===== src/rtl/burst_addr_pkg.sv =====
package burst_addr_pkg;

  // Strobes issued by the control half to the datapath half.
  typedef struct packed {
    logic clear;  // synchronous reset of all state
    logic load;   // capture a new start address
    logic step;   // advance the burst counter
  } burstStrobe_t;

endpackage


===== src/rtl/burst_order.sv =====
// Combinational order logic: maps start value and burst count to low bits.
module burst_order #(
  parameter int CNT_W = 2
) (
  input  logic [CNT_W-1:0] startLow,
  input  logic [CNT_W-1:0] count,
  input  logic             interleaved,
  output logic [CNT_W-1:0] orderLow
);

  logic [CNT_W-1:0] linearLow;
  logic [CNT_W-1:0] xorLow;

  // Linear: modular add inside the burst field, no carry out.
  assign linearLow = startLow + count;

  // Interleaved: bitwise XOR of start and count.
  genvar b;
  generate
    for (b = 0; b < CNT_W; b++) begin : gXor
      assign xorLow[b] = startLow[b] ^ count[b];
    end
  endgenerate

  always_comb begin
    if (interleaved) orderLow = xorLow;
    else             orderLow = linearLow;
  end

endmodule


===== src/rtl/burst_ctrl.sv =====
// Control: decodes reset, enable and advance into datapath strobes.
module burst_ctrl
  import burst_addr_pkg::*;
(
  input  logic         rst,
  input  logic         clkEn,
  input  logic         advance,
  output burstStrobe_t strobe
);

  always_comb begin
    strobe       = '0;
    strobe.clear = rst;
    if (!rst && clkEn) begin
      strobe.load = !advance;
      strobe.step = advance;
    end
  end

endmodule


===== src/rtl/burst_datapath.sv =====
// Datapath: start register, burst counter, latched mode and output register.
module burst_datapath
  import burst_addr_pkg::*;
#(
  parameter int ADDR_W = 20,
  parameter int CNT_W  = 2
) (
  input  logic              clk,
  input  burstStrobe_t      strobe,
  input  logic              interleaved,
  input  logic [ADDR_W-1:0] addrIn,
  output logic [ADDR_W-1:0] addrOut,
  output logic              modeQ
);

  localparam int HI_W = ADDR_W - CNT_W;

  logic [ADDR_W-1:0] startQ;
  logic [CNT_W-1:0]  countQ;
  logic [CNT_W-1:0]  countNext;
  logic [CNT_W-1:0]  orderLow;
  logic [ADDR_W-1:0] addrQ;
  logic [HI_W-1:0]   startHigh;

  assign countNext = countQ + 1'b1;
  assign startHigh = startQ[ADDR_W-1:CNT_W];

  burst_order #(.CNT_W(CNT_W)) uOrder (
    .startLow   (startQ[CNT_W-1:0]),
    .count      (countNext),
    .interleaved(modeQ),
    .orderLow   (orderLow)
  );

  always_ff @(posedge clk) begin
    if (strobe.clear) begin
      startQ <= '0;
      countQ <= '0;
      modeQ  <= 1'b0;
      addrQ  <= '0;
    end else if (strobe.load) begin
      startQ <= addrIn;
      countQ <= '0;
      modeQ  <= interleaved;
      addrQ  <= addrIn;
    end else if (strobe.step) begin
      countQ <= countNext;
      addrQ  <= {startHigh, orderLow};
    end
  end

  assign addrOut = addrQ;

endmodule


===== src/rtl/burst_addr_gen.sv =====
// Top: thin wrapper joining control and datapath.
module burst_addr_gen
  import burst_addr_pkg::*;
#(
  parameter int ADDR_W = 20,
  parameter int CNT_W  = 2
) (
  input  logic              clk,
  input  logic              rst,
  input  logic              clkEn,
  input  logic              advance,
  input  logic              interleaved,
  input  logic [ADDR_W-1:0] addrIn,
  output logic [ADDR_W-1:0] addrOut
);

  burstStrobe_t strobe;
  logic         modeQ;

  burst_ctrl uCtrl (
    .rst    (rst),
    .clkEn  (clkEn),
    .advance(advance),
    .strobe (strobe)
  );

  burst_datapath #(.ADDR_W(ADDR_W), .CNT_W(CNT_W)) uData (
    .clk        (clk),
    .strobe     (strobe),
    .interleaved(interleaved),
    .addrIn     (addrIn),
    .addrOut    (addrOut),
    .modeQ      (modeQ)
  );

endmodule


===== config.mk =====
export PLATFORM = sky130hd
export DESIGN_NAME = burst_addr_gen
export DESIGN_NICKNAME = d
export VERILOG_FILES = /design/src/rtl/burst_addr_pkg.sv /design/src/rtl/burst_order.sv /design/src/rtl/burst_ctrl.sv /design/src/rtl/burst_datapath.sv /design/src/rtl/burst_addr_gen.sv
export SDC_FILE = /design/constraint.sdc
export NUM_CORES = 1
export LEC_CHECK = 0
export BUFFER_PORTS_ARGS = -buffer_cell sky130_fd_sc_hd__clkbuf_2
export CORE_ASPECT_RATIO = 0.5
export CORE_UTILIZATION = 50
export DETAILED_ROUTE_END_ITERATION = 8
export PLACE_DENSITY = 0.74
export SLEW_MARGIN = 15
export SYNTH_ARGS = -nofsm -noshare
export SYNTH_HDL_FRONTEND = slang
export SYNTH_SLANG_ARGS = --single-unit

===== constraint.sdc =====
create_clock -name clk -period 2.6 [get_ports clk]
set_clock_uncertainty 0.05 [all_clocks]
set_input_delay 0.78 -clock clk [delete_from_list [all_inputs] [get_ports clk]]
set_output_delay 0.78 -clock clk [all_outputs]
set_load 0.1 [all_outputs]

Word-level counts from Yosys, hierarchy flattened
Index checks and enable logic that the tools add are counted. Widths: inputs -> output; s select.

Flip-flop bits (word level): 43. Bits of input ports: 25. Output and inout bits: 20. Word-level logic and storage cells: 17.

Add/sub/neg operators: 2. Mux-type cells: 4. Bitwise logic cells: 2. Reductions and logical operators: 5.

Operator list (number): $mux 20 (2); $mux 2 (2); $add 2x1->2 const B (1); $add 2x2->2 (1); $logic_not 1->1 (2); $reduce_bool 2->1 (1); $reduce_or 2->1 (1); $xor 1x1->1 (2); $logic_and 1x1->1 (1).

Depth between registers and ports, before layout
Gate-level depths: netlist of the first run.

Depth in word-level cells: 5. Gate-level depth with buffers: 5. Gate-level depth less buffers: 5.

Hierarchy
Synthesis of the first run repeated with hierarchy kept, for this count alone.

Cell total of the unflattened synthesis: 175. Area, all modules: 1860.5 µm².

Modules (own cells, without submodules): burst_datapath (times used 1, cells each 168, area each 1795.5 µm², seq. area each 860.8 µm²); burst_order (times used 1, cells each 4, area each 36.3 µm², seq. area each 0.0 µm²); burst_ctrl (times used 1, cells each 3, area each 28.8 µm², seq. area each 0.0 µm²).

Worst setup path after synthesis of the first run
Ideal clock, no wire load.

Path type: reg2out. Start point: register uData.addrQ[1] (netlist: uData.addrOut[1]). End point: output addrOut[1]. Arrival: 0.925 ns. Data required time: 1.770 ns. Setup slack: 0.845 ns. Cell stages (with the launch flop): 1. Buffers on the path: 0. Cell sequence: dfxtp_1.

RTL lines: start, declared (line burst_datapath.sv:22) `logic [ADDR_W-1:0] addrQ;`; start signal, assigned (line burst_datapath.sv:45) `addrQ <= addrIn;`; start signal, assigned (line burst_datapath.sv:48) `addrQ <= {startHigh, orderLow};`; end, declared (line burst_addr_gen.sv:14) `output logic [ADDR_W-1:0] addrOut`.

No word-level cell between the ends.

Final worst setup path of the first run
Start point: register uData.addrQ[7] (netlist: uData.addrOut[7]). End point: output addrOut[7].

No word-level cell between the ends.

==> results by group, run 1 <==
Outcome
  – Status: complete, no violations

Yosys
  – Synth Warn #: 0
  – #FFs+latches synth: 43
  – Mean post-synth cell area: 9.07 µm²
  – Most common cell in the netlist: dfxtp_1
  – Cells after Synth: 198
  – Ys async rst share: 0%
  – Post-synth top area share: 47.9%
  – Synth area leader: dfxtp_1
  – Number of flops mapped to enable cells by yosys: 0
  – Synthesized Nets: 224
  – Seq/Total Area, Yosys: 47.9%
  – Top_reg_cell synth: dfxtp_1
  – Yosys cell types: 24
  – Synth top area cells: dfxtp_1 (48%), mux2i_1 (11%), nand2_1 (8.8%), a211oi_1 (7.9%), a21oi_1 (5.6%)
  – Post-Syn Area: 1800 µm²
  – Synth top cells by count: dfxtp_1 (43), nand2_1 (42), a21oi_1 (20), nor2_1 (20)

Clock tree
  – Worst-Skew Late Latency: 290 ps
  – Post-cts resize count: 0
  – Clock Tree Buf Depth: 2
  – # clock sinks: 43
  – Inserted Clock Buffers: 5
  – Hold-fix buffers at CTS: 0
  – Clock root cell: clkbuf_8
  – H-tree depth: 2
  – CTS tree: built
  – Post-CTS setup buffers: 0
  – Clk slew on worst S/H paths: 80 ps

GRT
  – Largest net degree at the start of global routing: 39
  – Routing usage on met2: 31.4%
  – Met1 usage: 24.4%
  – Global routing's busiest layer: met2
  – GRT Total Usage: 19.5%
  – Initial antenna violation count: 0
  – Vias in the first global route: 1258
  – GR Util met3: 6.16%
  – First-pass GRT wire length: 5600 µm
  – Final global-route overflow total: 0

Drt
  – Detailed Route WL: 3420 µm
  – Pre-antenna DRT Iters: 4
  – Drc violations: 0
  – DR WL/cell: 12.0 µm
  – Vias per cell: 5.08
  – Initial DRC Count: 41
  – Final ANT Viol Nets: 0
  – Via count: 1454

STA
  – Slew headroom: 63.8%
  – Final min period: 1920 ps
  – Finish-stage setup viols: 0
  – Slew Viols, Final: 0
  – Final worst slack: 678 ps
  – Worst-margin pin slew: 546 ps
  – Final setup TNS: 0 ps
  – RSZ-0062 raised after global routing: false
  – Max Clk Rate: 520 MHz
  – Final Hold Fails: 0
  – Final period util: 73.9%

Power and ir drop
  – Worst vdd ir: 342 µV
  – Clock power share: 30.7%
  – Reg power frac: 48.5%
  – Power per cell area: 694 nW/µm²
  – P_leak: 0.925 nW
  – Pint: 0.982 mW
  – Switching share of power: 32.9%
  – P_sw: 0.481 mW
  – Gate power share: 20.8%

Floorplan
  – Die width: 86.8 µm
  – I/O pins: 45
  – Initial Util: 56.0%
  – Row count: 14
  – Core ar.: 3210 µm²
  – Die Y-Extent: 44.4 µm
  – Die ar.: 3850 µm²

Worst setup path
  – Startpoint types: register
  – WP data arrival: 1090 ps
  – Worst path cell trace: clkbuf_2
  – Crit path buffers/inverters: 1
  – Delay-heaviest family, CP: buffers and inverters
  – Critical path required time: 1770 ps
  – Element type at the critical path end: output port
  – Crit Path Category: reg2out
  – Worst Path Max Fanout: 2
  – Critical-path top delay cell: clkbuf_2
  – CP max stage delay: 460 ps

Placed design
  – Port bufs: 44
  – RD Place Congestion: 0.738
  – Post-place setup slack: 597 ps
  – Dpl hpwl: 2250 µm

Cells and area
  – Fillers: 275
  – N_diodes: 0
  – NumNets Final: 263
  – Area growth syn-to-layout: 17.4%
  – Share of layout cells above drive strength 1: 26.1%

Run
  – Max-Cap Viols: 0

Hold path
  – Hold crit path type: reg2reg
==> registers in the layout (all words and copies together) (netlist names) <==
signal / count
uData.addrOut: 20
uData.modeQ: 1
uData.countQ: 2
uData.startQ: 20
==> per-stage QoR <==
| stage | hold WS (ps) | util, % | std cells | area (µm²) | power (mW) |
|---|---|---|---|---|---|
| finish | 407 | 65.8 | 286 | 2110 | 1.46 |
| floorplan | 386 | - | 198 | 1800 | 0.975 |
| CTS | 410 | 65.8 | 286 | 2110 | 1.48 |
| global route | 423 | 65.8 | 286 | 2110 | 1.52 |
| global placement | 391 | 62.7 | 278 | 2010 | 1.03 |
| detailed placement | 396 | 62.7 | 278 | 2010 | 1.03 |
==> placed cells by master, fill, tap and decap left out, drive strengths merged <==
cell type	netlist	final
nand2	42	42
o21ai	1	1
nand4b	1	1
nand2b	1	1
xor2	1	1
a21oi	20	20
clkbuf	6	50
dfxtp	43	43
or3b	1	1
mux2i	19	19
buf	11	5
nor2	20	20
a211oi	19	19
xnor3	1	1
inv	2	2
clkinvlp	0	1
nand3b	4	4
clkinv	0	1
nor2b	2	2
nor3b	1	1
o221ai	1	1
and3b	1	1
ha	1	1
==> path summary, 6_finish.rpt <==
path                     from          endpoint  slack (ps)  cells past startpoint
max          uData.addrOut[7]        addrOut[7]         680                      1
min          uData.startQ[14]  uData.startQ[14]         410                      2
max reg2reg   uData.countQ[0]  uData.addrOut[1]        1110                      5
min reg2reg  uData.startQ[14]  uData.startQ[14]         410                      2
==> logic make-up (layout without fill, tap and decap cells) <==
logic type               count (synthesis)  after routing  synth area share (%)
AND/OR/NAND/NOR                         73             73                  18.6
buffers and inverters                   19             59                  6.20
multiplexers                            19             19                  10.6
flip-flops                              43             43                  47.9
AO/OA/AOI/OAI                           41             41                  14.3
XOR/XNOR                                 2              2                  1.74
adder cells (fa/ha/maj)                  1              1                 0.696
==> power groups by stage <==
stage / clock [mW] / combinational (mW) / sequential [mW]
2_1_floorplan: 0 / 0.101 / 0.875
3_3_place_gp: 0 / 0.302 / 0.724
3_5_place_dp: 0 / 0.304 / 0.725
4_1_cts: 0.462 / 0.305 / 0.710
5_1_grt: 0.485 / 0.323 / 0.714
6_report: 0.450 / 0.304 / 0.709
==> cell type report <==
type	instances	area (µm²)	area share, %
multi-input cells	136	825	39.1
repair buffers	49	258	12.2
flip-flops and latches	43	861	40.8
well taps	48	60.1	2.85
clock inverters	2	16.3	0.771
clock buffers	6	82.6	3.91
inverters	2	7.51	0.356
==> routing by layer <==
| metal | part of all wire [%] | routed length (µm) |
|---|---|---|
| met1 | 49 | 1680 |
| met2 | 45 | 1550 |
| met5 | 0 | 0 |
| met4 | 0.67 | 23 |
| met3 | 5.0 | 170 |
No activity file was read; power rests on OpenSTA's default activity.
==> run 2, diff against run 1 <==
clock period = 1.91 ns   (was 2.6 ns; I/O delays follow)
==> results by group, run 2 (same netlist as run 1, synthesis figures left out) <==
Power and ir drop
  – P_sw: 0.621 mW (+29%)
  – Switching share of power: 32.3% (-0.58 points)
  – Overall power after layout: 1.92 mW (+31%)
  – Pint: 1.30 mW (+33%)
  – Clock power share: 28.1% (-2.6 points)
  – Reg power frac: 50.3% (+1.8 points)
  – Gate power share: 21.6% (+0.8 points)
  – Power per cell area: 912 nW/µm² (+32%)
  – P_leak: 0.930 nW (+0.48%)
  – Worst vdd ir: 415 µV (+21%)

GRT
  – Final global-route overflow total: 0 (unchanged)
  – First-pass GRT wire length: 5660 µm (+1.1%)
  – Largest net degree at the start of global routing: 36 (-7.7%)
  – GRT Total Usage: 19.2% (-0.28 points)
  – Initial antenna violation count: 0 (unchanged)
  – Vias in the first global route: 1307 (+3.9%)

STA
  – Worst-margin pin slew: 546 ps (+0.337 ps)
  – Finish-stage setup viols: 0 (unchanged)
  – Slew headroom: 63.7% (about the same)
  – Max Clk Rate: 587 MHz
  – Final period util: 89.3%
  – Final min period: 1710 ps
  – RSZ-0062 raised after global routing: false
  – Final setup TNS: 0 ps (unchanged)
  – Final Hold Fails: 0 (unchanged)
  – Slew Viols, Final: 0 (unchanged)

Clock tree
  – Clock Tree Buf Depth: 2 (unchanged)
  – Clk slew on worst S/H paths: 80 ps (about the same)
  – Worst-Skew Late Latency: 280 ps (about the same)
  – Inserted Clock Buffers: 5 (unchanged)
  – Hold-fix buffers at CTS: 0 (unchanged)
  – CTS tree: built
  – Post-CTS setup buffers: 0 (unchanged)
  – H-tree depth: 2 (unchanged)
  – Post-cts resize count: 0 (unchanged)
  – Clock root cell: clkbuf_8
  – # clock sinks: 43 (unchanged)

Placed design
  – RD Place Congestion: 0.701 (-5.0%)
  – Dpl hpwl: 2250 µm (+0.16%)
  – Port bufs: 44 (unchanged)

Outcome
  – Status: complete, no violations

Worst setup path
  – Crit path buffers/inverters: 1 (unchanged)
  – Crit Path Category: reg2out
  – Critical path required time: 1290 ps (-480 ps)
  – Element type at the critical path end: output port
  – Delay-heaviest family, CP: buffers and inverters
  – CP max stage delay: 460 ps (about the same)
  – WP data arrival: 1080 ps (about the same)
  – Worst path cell trace: clkbuf_2
  – Worst Path Max Fanout: 2 (unchanged)
  – Startpoint types: register
  – Critical-path top delay cell: clkbuf_2

Drt
  – Detailed Route WL: 3300 µm (-3.6%)
  – Final ANT Viol Nets: 0 (unchanged)
  – Pre-antenna DRT Iters: 4 (unchanged)
  – Initial DRC Count: 34 (-17%)
  – Vias per cell: 5.08 (about the same)
  – Drc violations: 0 (unchanged)
  – DR WL/cell: 11.5 µm (-4.2%)
  – Via count: 1464 (+0.69%)

Floorplan
  – Die Y-Extent: 44.4 µm (unchanged)
  – Die width: 86.8 µm (unchanged)
  – Row count: 14 (unchanged)
  – Initial Util: 56.0% (unchanged)
  – Core ar.: 3210 µm² (unchanged)
  – Die ar.: 3850 µm² (unchanged)
  – I/O pins: 45 (unchanged)

Cells and area
  – N_diodes: 0 (unchanged)
  – Area growth syn-to-layout: 17.3%
  – Storage cell area: 861 µm² (unchanged)
  – NumNets Final: 265 (+0.76%)
  – Most frequent cells in the layout: clkbuf_2 (44), dfxtp_1 (43), nand2_1 (42)
  – Area occupied by multi-input gates: 825 µm² (unchanged)
  – Share of layout cells above drive strength 1: 25.8% (-0.22 points)
  – Fillers: 287 (+4.4%)
  – Util after Layout: 65.7% (-0.078 points)
  – Most common cell after layout, fill and taps aside: clkbuf_2

Hold path
  – Hold crit path type: reg2reg

Run
  – Max-Cap Viols: 0 (unchanged)
-- run 2: cell types whose count changed in the layout (fill, tap and decap cells not counted) --
cell        delta
clkinv_4       -1
clkbuf_1       +2
clkbuf_8       -1
buf_4          +2
clkinvlp_4     -1
clkinv_2       +1
-- run 2: area by class of cell --
cell class / count / share of cell area (%)
Sequential cell: 43 / 40.9
Timing Repair Buffer: 51 / 12.9
Multi-Input combinational cell: 136 / 39.1
Clock buffer: 7 / 3.62
Tap cell: 48 / 2.85
Clock inverter: 1 / 0.238
Inverter: 2 / 0.356
-- run 2: power by group through the flow --
| stage | Clock, mW | Sequential [mW] | Combinational [mW] |
|---|---|---|---|
| after floorplan | 0 | 1.19 | 0.137 |
| final | 0.541 | 0.966 | 0.415 |
| after detailed placement | 0 | 0.987 | 0.417 |
| after global routing | 0.595 | 0.973 | 0.443 |
| after CTS | 0.561 | 0.966 | 0.418 |
| after global placement | 0 | 0.985 | 0.414 |
-- run 2: through the flow --
step / cell area [µm²] / hold WS (ps) / setup WS (ps) / cells
after detailed placement: 2030 / 397 / 293 / 280
after global placement: 2030 / 391 / 338 / 280
final: 2110 / 405 / 205 / 288
after CTS: 2110 / 409 / 191 / 288
after floorplan: 1800 / 386 / 362 / 198
after global routing: 2110 / 424 / 147 / 288
-- run 2: worst paths after layout --
check / startpoint / endpoint / slack, ps / cells after the start
max: uData.addrOut[16] / addrOut[16] / 200 / 1
min: uData.startQ[17] / uData.startQ[17] / 410 / 2
max reg2reg: uData.countQ[0] / uData.addrOut[1] / 470 / 5
min reg2reg: uData.startQ[17] / uData.startQ[17] / 410 / 2
-- run 2: metal layers --
metal / vias to the layer above / global-route usage, % / part of all wire (%)
li1: 754 / - / -
met1: 672 / 24.3 / 49
met2: 34 / 32.1 / 44
met3: 4 / 5.97 / 5.8
met4: 0 / 6.00 / 0.88
met5: - / 0 / 0
==> run 3, diff against run 2 <==
ABC_AREA = 1   (was not set)
PLACE_DENSITY = 0.75   (was 0.74)
==> results by group, run 3 <==
Outcome
  – Status: complete, no violations

GRT
  – Initial antenna violation count: 0 (unchanged)
  – Final global-route overflow total: 0 (unchanged)
  – Vias in the first global route: 1330 (+1.8%)
  – GRT Total Usage: 21.5% (+2.3 points)
  – First-pass GRT wire length: 5850 µm (+3.4%)
  – Largest net degree at the start of global routing: 25 (-31%)

STA
  – Slew Viols, Final: 0 (unchanged)
  – Final period util: 92.1% (+2.9 points)
  – Final min period: 1760 ps (+55.0 ps)
  – Final hold slack: 418 ps (+12.7 ps)
  – Worst-margin pin slew: 548 ps (+1.84 ps)
  – Max Clk Rate: 568 MHz (-3.1%)
  – RSZ-0062 raised after global routing: false
  – Finish-stage setup viols: 0 (unchanged)
  – Final setup TNS: 0 ps (unchanged)
  – Final Hold Fails: 0 (unchanged)
  – Slew headroom: 63.6% (-0.12 points)

Yosys
  – Number of flops mapped to enable cells by yosys: 0 (unchanged)
  – Synthesized Nets: 228 (+1.8%)
  – Top_reg_cell synth: dfxtp_1
  – Most common cell in the netlist: nand2_1
  – Post-synth top area share: 52.0% (+4.1 points)
  – Yosys cell types: 23 (-4.2%)
  – Synth Warn #: 0 (unchanged)
  – Synth top cells by count: nand2_1 (44), dfxtp_1 (43), a21oi_1 (18)
  – Synth top area cells: dfxtp_1 (52%), nand2_1 (10%), a21oi_1 (5.4%), nand3_1 (3.9%), o21ai_0 (3.9%)
  – Mean post-synth cell area: 8.19 µm² (-9.8%)
  – Synth area leader: dfxtp_1
  – Seq/Total Area, Yosys: 52.0% (+4.1 points)
  – Post-Syn Area: 1650 µm² (-7.9%)
  – #FFs+latches synth: 43 (unchanged)
  – Ys async rst share: 0% (unchanged)
  – Cells after Synth: 202 (+2.0%)

Worst setup path
  – Startpoint types: register
  – R2R Path Start: uData.countQ[0]
  – Critical-path top delay cell: clkbuf_2
  – Critical path required time: 1290 ps (about the same)
  – WP data arrival: 1140 ps (+60 ps)
  – Worst Path Max Fanout: 2 (unchanged)
  – Worst path cell trace: clkbuf_2
  – CP max stage delay: 470 ps (about the same)
  – Crit Path Category: reg2out
  – Delay-heaviest family, CP: buffers and inverters
  – Crit. Startpoint: uData.addrOut[5]
  – Element type at the critical path end: output port
  – Crit path buffers/inverters: 1 (unchanged)

Hold path
  – Hold crit path type: reg2reg
  – Hold_sp: uData.startQ[10]

Clock tree
  – CTS tree: built
  – Post-cts resize count: 0 (unchanged)
  – Clock Tree Buf Depth: 2 (unchanged)
  – Inserted Clock Buffers: 5 (unchanged)
  – Clk slew on worst S/H paths: 80 ps (about the same)
  – Clock root cell: clkbuf_8
  – Post-CTS setup buffers: 0 (unchanged)
  – H-tree depth: 2 (unchanged)
  – Worst-Skew Late Latency: 290 ps (about the same)
  – Hold-fix buffers at CTS: 0 (unchanged)
  – # clock sinks: 43 (unchanged)

Floorplan
  – Initial Util: 53.7% (-2.4 points)
  – Die ar.: 3560 µm² (-7.7%)
  – Row count: 14 (unchanged)
  – I/O pins: 45 (unchanged)
  – Die width: 83.3 µm (-4.0%)
  – Core ar.: 3080 µm² (-3.8%)
  – Die Y-Extent: 42.7 µm (-3.9%)

Run
  – Max-Cap Viols: 0 (unchanged)

Drt
  – Via count: 1472 (+0.55%)
  – Pre-antenna DRT Iters: 4 (unchanged)
  – Detailed Route WL: 3510 µm (+6.5%)
  – DR WL/cell: 12.2 µm (+6.2%)
  – Vias per cell: 5.09 (+0.20%)
  – Initial DRC Count: 96 (+180%)
  – Drc violations: 0 (unchanged)
  – Final ANT Viol Nets: 0 (unchanged)

Placed design
  – Cells after DPL: 281 (+0.36%)
  – Port bufs: 44 (unchanged)
  – Dpl hpwl: 2340 µm (+4.1%)
  – RD Place Congestion: 0.798 (+14%)

Power and ir drop
  – Power per cell area: 995 nW/µm² (+9.1%)
  – Worst vdd ir: 536 µV (+29%)
  – P_leak: 0.933 nW (+0.38%)

Cells and area
  – N_diodes: 0 (unchanged)
  – Fillers: 282 (-1.7%)
  – Non-filler cells, final: 289 (+0.35%)
  – Share of layout cells above drive strength 1: 27.7% (+1.9 points)
  – Util after Layout: 64.7% (-1.1 points)
  – Area growth syn-to-layout: 20.5%
  – Most frequent cells in the layout: nand2_1 (44), clkbuf_2 (44), dfxtp_1 (43)
  – NumNets Final: 274 (+3.4%)
-- run 3: cell types whose count changed after synthesis, sizes merged, moves of 9 or more --
cell	change
a211oi	-18
a31oi	+9
inv	+16
mux2i	-19
nand3	+13
o21ai	+19
-- run 3: where the power goes --
group	total (mW)	switching, mW	leakage [nW]	internal (mW)
clock network	0.630	0.300	0.0515	0.330
registers	0.963	0.0203	0.353	0.942
logic	0.390	0.308	0.529	0.0820
-- run 3: stage by stage --
step / power [mW] / instance area (µm²) / setup WS (ps)
final: 1.98 / 1990 / 150
after global routing: 2.06 / 1990 / 129
after CTS: 1.99 / 1990 / 161
after detailed placement: 1.37 / 1890 / 251
after global placement: 1.37 / 1890 / 311
after floorplan: 1.29 / 1650 / 352
-- run 3: metal layers --
metal  wire length [µm]  GRT usage, %
met5                  0             0
met4                 47          8.28
met3                153          6.23
met2               1580          34.4
met1               1730          27.9
-- run 3: final timing paths --
path | endpoint | slack [ps] | cells after the start
worst max-delay path | addrOut[5] | 150 | 1
worst min-delay path | uData.startQ[10] | 420 | 2
worst max register to register | uData.addrOut[1] | 640 | 7
worst min register to register | uData.startQ[10] | 420 | 2
-- run 3: cell families after synthesis --
group / count (synthesis) / synth area share (%)
simple gates: 80 / 21.3
buf+inv: 28 / 8.32
fa+ha+maj: 1 / 0.756
flops: 43 / 52.0
compound gates: 50 / 17.5
-- run 3: area by class of cell --
cell class / count / area [µm²] / share of cell area [%]
flip-flops and latches: 43 / 861 / 43.2
inverters: 19 / 76.3 / 3.83
clock buffers: 8 / 100 / 5.02
well taps: 40 / 50.0 / 2.51
multi-input cells: 131 / 656 / 32.9
repair buffers: 48 / 250 / 12.6
